<file path="config.mk">
export PLATFORM = sky130hd
export DESIGN_NAME = adc_handshake_seq
export DESIGN_NICKNAME = d
export VERILOG_FILES = /design/src/rtl/adc_seq_pkg.sv /design/src/rtl/adc_eoc_sync.sv /design/src/rtl/adc_low_timer.sv /design/src/rtl/adc_wait_timer.sv /design/src/rtl/adc_handshake_seq.sv
export SDC_FILE = /design/constraint.sdc
export NUM_CORES = 1
export LEC_CHECK = 0
export ABC_AREA = 1
export BUFFER_PORTS_ARGS = -buffer_cell sky130_fd_sc_hd__buf_2
export CORE_MARGIN = 1.5
export CORE_UTILIZATION = 30
export CTS_CLUSTER_SIZE = 40
export DETAILED_ROUTE_END_ITERATION = 16
export GPL_TIMING_DRIVEN = 0
export PLACE_DENSITY = 0.57
export RECOVER_POWER = 100
export SLEW_MARGIN = 20
export SYNTH_ARGS = -nofsm -noshare
export SYNTH_HDL_FRONTEND = slang
export SYNTH_SLANG_ARGS = --single-unit
</file>
<file path="constraint.sdc">
create_clock -name clk -period 3.27 [get_ports clk]
set_clock_uncertainty 0.1 [all_clocks]
set_input_delay 0.327 -clock clk [delete_from_list [all_inputs] [get_ports clk]]
set_output_delay 0.327 -clock clk [all_outputs]
set_load 0.01 [all_outputs]
</file>
<file path="src/rtl/adc_seq_pkg.sv">
package adc_seq_pkg;

  typedef enum logic [1:0] {
    ST_IDLE      = 2'd0,
    ST_SOC_LOW   = 2'd1,
    ST_WAIT_LOW  = 2'd2,
    ST_WAIT_HIGH = 2'd3
  } seq_state_t;

  function automatic logic is_wait(input seq_state_t s);
    return (s == ST_WAIT_LOW) || (s == ST_WAIT_HIGH);
  endfunction

endpackage

</file>
<file path="src/rtl/adc_eoc_sync.sv">
module adc_eoc_sync #(
  parameter int   STAGES  = 2,
  parameter logic RST_VAL = 1'b1
) (
  input  logic clk,
  input  logic rst_n,
  input  logic d_in,
  output logic q_out
);

  logic [STAGES-1:0] chain;

  always_ff @(posedge clk or negedge rst_n) begin
    if (!rst_n) begin
      chain <= {STAGES{RST_VAL}};
    end else begin
      for (int i = STAGES - 1; i > 0; i--) begin
        chain[i] <= chain[i-1];
      end
      chain[0] <= d_in;
    end
  end

  assign q_out = chain[STAGES-1];

  // the output only takes a value the first stage held one cycle earlier
  p_sync_follow_r3: assert property (@(posedge clk) disable iff (!rst_n)
    $past(rst_n) |-> (q_out == $past(chain[STAGES-2])));

endmodule

</file>
<file path="src/rtl/adc_low_timer.sv">
module adc_low_timer #(
  parameter int W = 8
) (
  input  logic         clk,
  input  logic         rst_n,
  input  logic         load,
  input  logic [W-1:0] load_val,
  input  logic         run,
  output logic         last
);

  logic [W-1:0] cnt;

  always_ff @(posedge clk or negedge rst_n) begin
    if (!rst_n) begin
      cnt <= '0;
    end else if (load) begin
      cnt <= load_val;
    end else if (run && cnt != '0) begin
      cnt <= cnt - W'(1);
    end
  end

  assign last = run && (cnt == W'(1));

  // while the start-low phase runs, the counter never sits at zero
  p_low_nonzero_r2: assert property (@(posedge clk) disable iff (!rst_n)
    run |-> (cnt != '0));

endmodule

</file>
<file path="src/rtl/adc_wait_timer.sv">
module adc_wait_timer #(
  parameter int LIMIT = 3_000_000,
  parameter int W     = 22
) (
  input  logic clk,
  input  logic rst_n,
  input  logic clear,
  input  logic run,
  output logic expire
);

  localparam logic [W-1:0] LAST = W'(LIMIT - 1);

  logic [W-1:0] cnt;

  always_ff @(posedge clk or negedge rst_n) begin
    if (!rst_n) begin
      cnt <= '0;
    end else if (clear) begin
      cnt <= '0;
    end else if (run && cnt != LAST) begin
      cnt <= cnt + W'(1);
    end
  end

  assign expire = run && (cnt == LAST);

  // the window counter never passes the last cycle of the window
  p_cnt_bound_r5: assert property (@(posedge clk) disable iff (!rst_n)
    cnt <= LAST);

endmodule

</file>
<file path="src/rtl/adc_handshake_seq.sv">
module adc_handshake_seq
  import adc_seq_pkg::*;
#(
  parameter int RES_W          = 12,
  parameter int LOW_W          = 8,
  parameter int TIMEOUT_CYCLES = 3_000_000,
  parameter int SYNC_STAGES    = 2
) (
  input  logic             clk,
  input  logic             rst_n,
  input  logic             req_valid,
  input  logic             req_chan,
  input  logic [LOW_W-1:0] low_cycles,
  output logic             adc_sel,
  output logic             adc_soc,
  input  logic             adc_eoc,
  input  logic [RES_W-1:0] adc_data,
  output logic             busy,
  output logic             res_valid,
  output logic             res_chan,
  output logic [RES_W-1:0] res_data,
  output logic             err
);

  localparam int TMR_W = $clog2(TIMEOUT_CYCLES + 1);

  // start-low length: a programmed zero still yields one low cycle
  function automatic logic [LOW_W-1:0] low_len(input logic [LOW_W-1:0] v);
    return (v == '0) ? LOW_W'(1) : v;
  endfunction

  seq_state_t st, st_n;
  logic       eoc_s;
  logic       low_last;
  logic       tmr_expire;

  // named internal events
  logic ev_accept, ev_low_done, ev_saw_low, ev_saw_high, ev_timeout, in_wait;

  adc_eoc_sync #(
    .STAGES (SYNC_STAGES),
    .RST_VAL(1'b1)
  ) u_sync (
    .clk  (clk),
    .rst_n(rst_n),
    .d_in (adc_eoc),
    .q_out(eoc_s)
  );

  adc_low_timer #(
    .W(LOW_W)
  ) u_low (
    .clk     (clk),
    .rst_n   (rst_n),
    .load    (ev_accept),
    .load_val(low_len(low_cycles)),
    .run     (st == ST_SOC_LOW),
    .last    (low_last)
  );

  adc_wait_timer #(
    .LIMIT(TIMEOUT_CYCLES),
    .W    (TMR_W)
  ) u_wait (
    .clk   (clk),
    .rst_n (rst_n),
    .clear (!in_wait || ev_saw_low),
    .run   (in_wait),
    .expire(tmr_expire)
  );

  always_comb begin
    in_wait     = is_wait(st);
    ev_accept   = (st == ST_IDLE) && req_valid;
    ev_low_done = (st == ST_SOC_LOW) && low_last;
    ev_saw_low  = (st == ST_WAIT_LOW) && !eoc_s;
    ev_saw_high = (st == ST_WAIT_HIGH) && eoc_s;
    // completion has priority over an expiring window
    ev_timeout  = in_wait && tmr_expire && !ev_saw_low && !ev_saw_high;
  end

  always_comb begin
    st_n = st;
    unique case (st)
      ST_IDLE:      if (ev_accept)   st_n = ST_SOC_LOW;
      ST_SOC_LOW:   if (ev_low_done) st_n = ST_WAIT_LOW;
      ST_WAIT_LOW: begin
        if (ev_saw_low)      st_n = ST_WAIT_HIGH;
        else if (ev_timeout) st_n = ST_IDLE;
      end
      ST_WAIT_HIGH: begin
        if (ev_saw_high)     st_n = ST_IDLE;
        else if (ev_timeout) st_n = ST_IDLE;
      end
      default:               st_n = ST_IDLE;
    endcase
  end

  always_ff @(posedge clk or negedge rst_n) begin
    if (!rst_n) begin
      st        <= ST_IDLE;
      adc_sel   <= 1'b0;
      adc_soc   <= 1'b0;
      res_valid <= 1'b0;
      res_chan  <= 1'b0;
      res_data  <= '0;
      err       <= 1'b0;
    end else begin
      st        <= st_n;
      res_valid <= ev_saw_high;
      err       <= ev_timeout;
      if (ev_accept)   adc_sel <= req_chan;
      if (ev_accept)   adc_soc <= 1'b0;
      if (ev_low_done) adc_soc <= 1'b1;
      if (ev_saw_high || ev_timeout) adc_soc <= 1'b0;
      if (ev_saw_high) begin
        res_data <= adc_data;
        res_chan <= adc_sel;
      end
    end
  end

  assign busy = (st != ST_IDLE);

  // channel select does not move during a conversion
  p_sel_stable_r1: assert property (@(posedge clk) disable iff (!rst_n)
    (busy && $past(busy)) |-> $stable(adc_sel));

  // start rises only out of the start-low phase
  p_soc_after_low_r2: assert property (@(posedge clk) disable iff (!rst_n)
    $rose(adc_soc) |-> ($past(st) == ST_SOC_LOW));

  // the rising phase is entered only after a low flag was seen
  p_high_after_drop_r3: assert property (@(posedge clk) disable iff (!rst_n)
    (st == ST_WAIT_HIGH && $past(st) == ST_WAIT_LOW) |-> !$past(eoc_s));

  // the strobe comes with start low and the block idle
  p_strobe_clean_r4: assert property (@(posedge clk) disable iff (!rst_n)
    res_valid |-> (!adc_soc && !busy && !err));

  // the strobe lasts one cycle
  p_strobe_pulse_r4: assert property (@(posedge clk) disable iff (!rst_n)
    res_valid |=> !res_valid);

  // an error pulse lasts one cycle and leaves start low
  p_err_pulse_r5: assert property (@(posedge clk) disable iff (!rst_n)
    err |=> !err);
  p_err_soc_r5: assert property (@(posedge clk) disable iff (!rst_n)
    err |-> (!adc_soc && !busy));

  // a rising flag in the rising phase always yields a strobe
  p_complete_wins_r6: assert property (@(posedge clk) disable iff (!rst_n)
    (st == ST_WAIT_HIGH && eoc_s) |=> (res_valid && !err));

  // a request during a conversion does not end or restart it
  p_ignore_busy_r7: assert property (@(posedge clk) disable iff (!rst_n)
    (st == ST_SOC_LOW && req_valid && !low_last) |=> (st == ST_SOC_LOW && !adc_soc));

  // busy only falls together with a strobe or an error
  p_busy_end_r8: assert property (@(posedge clk) disable iff (!rst_n)
    $fell(busy) |-> (res_valid || err));

endmodule

</file>
# Yosys cells after proc, flatten, opt, wreduce, memory -nomap -nowiden
# Cells that the tools add are included.
totals:
  register_bits: 51
  latch_bits: 0
  mem_bits_rw: 0
  romBits: 0
  output_inout_bits: 18
  wordCells: 60
  n_memories: 0
op_classes:
  add_sub_neg: 2
  multipliers: 0
  div: 0
  order_cmp: 0
  n_eq_ne: 8
  shifts: 0
  n_mux: 14
  bitwise_logic: 0
  reduce_logical: 26
op_table:
  columns: ["op", "count"]
  rows:
  - ["$mux W22", 2]
  - ["$mux W8", 3]
  - ["$add A22 B1 Y22 const B", 1]
  - ["$eq A22 B22 Y1 const B", 1]
  - ["$ne A22 B22 Y1 const B", 1]
  - ["$logic_and A1 B1 Y1", 11]
  - ["$mux W2", 5]
  - ["$eq A8 B1 Y1 const B", 1]
  - ["$logic_not A8 Y1", 1]
  - ["$pmux W2 S4", 1]
  - ["$reduce_bool A8 Y1", 1]
  - ["$sub A8 B1 Y8 const B", 1]
  - ["$reduce_bool A2 Y1", 3]
  - ["$eq A2 B2 Y1 const B", 2]
  - ["$logic_not A1 Y1", 4]
  - ["$ne A2 B2 Y1 const B", 2]
  - ["$logic_or A1 B1 Y1", 3]
  - ["$mux W1", 3]
  - ["$reduce_bool A3 Y1", 1]
  - ["$eq A2 B1 Y1 const B", 1]
  - ["$logic_not A2 Y1", 1]
  - ["$reduce_and A2 Y1", 1]

# Depth between registers and ports, before layout
logic_depth:
  depth_word: 9
  mapped_depth: 9
  ltp_nobuf: 9

# Hierarchy
# A second synthesis with hierarchy kept.
hier_totals:
  cells_unflattened: 442
  area_unflattened_um2: 3106.7
modules_own_cells:
  columns: ["module", "instances", "cells_per_inst", "area_each_um2"]
  rows:
  - ["adc_wait_timer", 1, 243, 1565.3]
  - ["adc_handshake_seq", 1, 107, 854.6]
  - ["adc_low_timer", 1, 90, 634.4]
  - ["adc_eoc_sync", 1, 2, 52.6]

# Least setup slack after synthesis
# Ideal clock, no wire load.
synth_path:
  path_type: "register to register"
  from: "register u_wait.cnt[0]"
  to: "register u_wait.cnt[14]"
  setup_time_ps: 119
  t_arrival_ps: 1304
  required_time_ps: 3051
  setup_slack_ps: 1747
  path_stages_with_launch: 9
  synth_period_minus_slack_ps: 1523
  cell_sequence: "dfrtp_1 -> ha_1 -> nand3_1 -> nor2_2 -> nand2_2 -> nor2_4 -> nand3_1 -> nand2_1 -> nor2_1"
synth_via:
  elab_chain_cells: 3
synth_lines:
  columns: ["element", "line", "source"]
  rows:
  - ["from (decl)", "adc_wait_timer.sv:14", "logic [W-1:0] cnt;"]
  - ["from (signal assigned)", "adc_wait_timer.sv:22", "cnt <= cnt + W'(1);"]
  - ["$add A22 B1 Y22 / $ne A22 B22 Y1 (equally long branches)", "adc_wait_timer.sv:22, adc_wait_timer.sv:21", null]
  - ["$mux W22 / $logic_and A1 B1 Y1 (equally long branches)", "adc_wait_timer.sv:21", "end else if (run && cnt != LAST) begin"]
  - ["$mux W22 / $reduce_bool A2 Y1 (equally long branches)", null, null]
# Several ways; a longest one is shown, not always the timed one. The select of a mux whose other input is x is not followed.
# A chain may end at the register's enable or synchronous reset.

# Final worst setup path
layout_path:
  from: "register u_sync.chain[1]"
  to: "register u_wait.cnt[12]"
layout_via:
  elab_chain_cells: 4
layout_lines:
  columns: ["element", "line", "source"]
  rows:
  - ["from (decl)", "adc_eoc_sync.sv:11", "logic [STAGES-1:0] chain;"]
  - ["from (signal assigned)", "adc_eoc_sync.sv:15", "chain <= {STAGES{RST_VAL}};"]
  - ["from (signal, indexed assignment)", "adc_eoc_sync.sv:18", "chain[i] <= chain[i-1];"]
  - ["$logic_not A1 Y1 *", "adc_handshake_seq.sv:76", "ev_saw_low = (st == ST_WAIT_LOW) && !eoc_s;"]
  - ["$logic_and A1 B1 Y1 *", "adc_handshake_seq.sv:76", null]
  - ["$logic_or A1 B1 Y1 *", "adc_handshake_seq.sv:67", ".clear (!in_wait || ev_saw_low),"]
  - ["$mux W22 / $reduce_bool A2 Y1 (equally long branches)", null, null]
# Mark *: on every way between the ends. The rest lies on a longest branch, timed or not.

==> reports/metrics.yaml <==
status: "finished, final reports clean"
grt_pass1_wl_um: 10800
n_fill_cell: 999
multiInputGateArea_sq_mm: 0.00130
crit_type: "reg -> reg"
cts.sinks: 51
fin_crit_sh: 0.658
synth-seq-cells: 51
relSlewSlack: 0.138
cts_buffers: 5
ys_types: 28
nets: 464
wl_um: 6220
crit_start: "u_sync.chain[1]"
crit_fanout: 10
clkPwrFrac: 0.368
regToRegSetupSlack_ns: 1.12
yosys.area.top_type: "dfrtp_1"
root_buffer: "clkbuf_8"
crit_end: "u_wait.cnt[12]"
dr_total_vias: 2502
drt_iter0_markers: 109
fmax_ghz: 0.465
synth_warnings: 0
p_per_area_mw_per_mm2: 331
synth_area_leaders: "dfrtp_1 (44%), nand2_1 (19%), nor2_1 (9.1%), nand3_1 (4.6%), inv_1 (3.5%)"
h-tree-depth: 2
die-area_sq_mm: 0.00998
power.switching_mw: 0.248
internal_power_mw: 0.802
fin_area_sq_mm: 0.00317
placed_cell_area_sq_mm: 0.00317
drive_gt1_frac: 0.121
cts_tree: "built"
portBuffers: 42
critPathRequiredTime_ns: 3.41
worstSetupStartpointType: "register"
sw_frac_of_total: 0.236
grt-ovfl-total: 0
dp_cells: 538
async_flop_share: 1.00
area_delta_synth_final_pct: 12.7
drtAntennaViolNets: 0
die_y_um: 99.9
ff2ff_path_depth: 5
antenna_found_initial: 0
period_needed_ns: 2.15
hpwl_um: 4660
die_w_um: 99.9
clk_pin_slew_worst_paths_ns: 0.10
setup_viol: 0
syn_avg_cell_area_sq_um: 7.32
cts_setup_buffers: 0
crit_arrival_ns: 2.29
cts_resized: 0
timing.hold.ws_ns: 0.104
final-seq-area_sq_mm: 0.00128
drv_slew: 0
syn-num-nets: 413
clk_latency_ns: 0.31
hp-class: "in -> reg"
synth_edf_count: 0
ir_worst_vdd_v: 0.000174
track_usage: 0.133
diodes: 0
coreArea_sq_mm: 0.00915
route.detailed.drc: 0
instances_no_fill: 548
clockBufferDepth: 2
fin_setup_tns_ns: 0
reg2reg_from: "u_sync.chain[1]"
synth_most_common_cell: "nand2_1"
grt_pass1_vias: 2406
cap_violations: 0
end_kind: "register"
worst-slew-pin-transition_ns: 1.29
placementRows: 35
avgViaCountPerCell: 4.57
pin_count: 43
rsz0062_at_grt: "no"
synthTopCellsByCount: "nand2_1 (139), nor2_1 (68), dfrtp_1 (49), inv_1 (26), nand3_1 (26)"
combPwrFrac: 0.029
start_util: 0.308
place.gp.congestion: 0.863
seqPwrFrac: 0.603
syn_inst: 385
p_leak_nw: 1.38
synth_top_area_frac: 0.435
drtPass1Iterations: 4
grt_max_degree: 52
syn_area_sq_mm: 0.00282
route.detailed.wl_per_inst_um: 11.3
r2r-end: "u_wait.cnt[12]"
fin_util: 0.347
ys_seq_area_frac: 0.454
synth_top_flop_cell: "dfrtp_1"
hold_viol: 0
==> registers in the layout, indices dropped and copies added (netlist names), 2 cells and up <==
signal,flops
res_data,12
u_sync.chain,2
st,2
u_low.cnt,8
u_wait.cnt,22
==> worst max-delay path: stages (launching register included) <==
cell      delay (ns)
dfstp_2         0.53
inv_1           0.06
a21oi_1         0.63
clkbuf_1        0.44
o21ai_0         0.16
a21oi_1         0.15
==> power groups by stage <==
| stage | Sequential [mW] | Clock (mW) | Combinational, mW |
|---|---|---|---|
| floorplan | 0.645 | 0 | 0.00219 |
| global placement | 0.645 | 0 | 0.0305 |
| detailed placement | 0.645 | 0 | 0.0312 |
| CTS | 0.633 | 0.404 | 0.0330 |
| global route | 0.633 | 0.424 | 0.0356 |
| finish | 0.633 | 0.386 | 0.0304 |
==> cells by family after synthesis <==
| logic type | count (synthesis) | share of synthesized area |
|---|---|---|
| buffers and inverters | 37 | 0.0586 |
| AO/OA/AOI/OAI | 23 | 0.0457 |
| AND/OR/NAND/NOR | 265 | 0.410 |
| flip-flops | 51 | 0.454 |
| XOR/XNOR | 6 | 0.0186 |
| adder cells (fa/ha/maj) | 3 | 0.0133 |
==> cell type report <==
class	instances	area share
Multi-Input combinational cell	297	0.410
Sequential cell	51	0.403
Timing Repair Buffer	44	0.0654
Tap cell	111	0.0438
Inverter	33	0.0390
Clock buffer	5	0.0217
Clock inverter	3	0.00867
Buffer	4	0.00828
==> worst min-delay path by stage <==
| stage | end | slack, ns | cells after the start | startpoint |
|---|---|---|---|---|
| after floorplan | adc_sel | -0.07 | 0 | rst_n |
| after global placement | u_sync.chain[1] | 0.25 | 0 | u_sync.chain[0] |
| after detailed placement | u_sync.chain[1] | 0.25 | 0 | u_sync.chain[0] |
| after CTS | res_data[9] | 0.1 | 3 | adc_data[9] |
| after global routing | res_data[11] | 0.11 | 3 | adc_data[11] |
| final | res_data[9] | 0.10 | 3 | adc_data[9] |
==> routing by layer <==
metal | global-route usage | wire (um) | vias to the layer above
li1 | - | - | 1301
met1 | 0.180 | 3020 | 1138
met2 | 0.221 | 2860 | 55
met3 | 0.0258 | 269 | 8
met4 | 0.0325 | 73 | 0
met5 | 0 | 0 | -
==> per-stage QoR <==
| step | total power, mW | setup WS (ns) |
|---|---|---|
| 2_1_floorplan | 0.647 | 1.75 |
| 3_3_place_gp | 0.676 | 1.51 |
| 3_5_place_dp | 0.676 | 1.51 |
| 4_1_cts | 1.07 | 1.51 |
| 5_1_grt | 1.09 | 0.882 |
| 6_report | 1.05 | 1.12 |
==> cell usage in the layout, fill, tap and decap left out, types with 3 or more instances in the layout <==
cell and count:
o21ai_0 9, nand2_2 3, nor2_2 3, nor2_1 74, ha_1 3, clkbuf_8 5
buf_2 23, clkbuf_1 20, dfrtp_1 49, or2_2 4, inv_1 27, nor3_1 6
a21oi_1 13, nand3_1 27, nand4_1 3, xnor2_1 4, nand2_1 139, inv_2 5
==> what timing repair did <==
| action | in CTS | in global routing |
|---|---|---|
| hold buffers | 2 | 0 |
| hold endpoints to repair | 50 | 0 |
| setup endpoints to repair | 0 | 0 |
(Power assumes the default switching activity.)
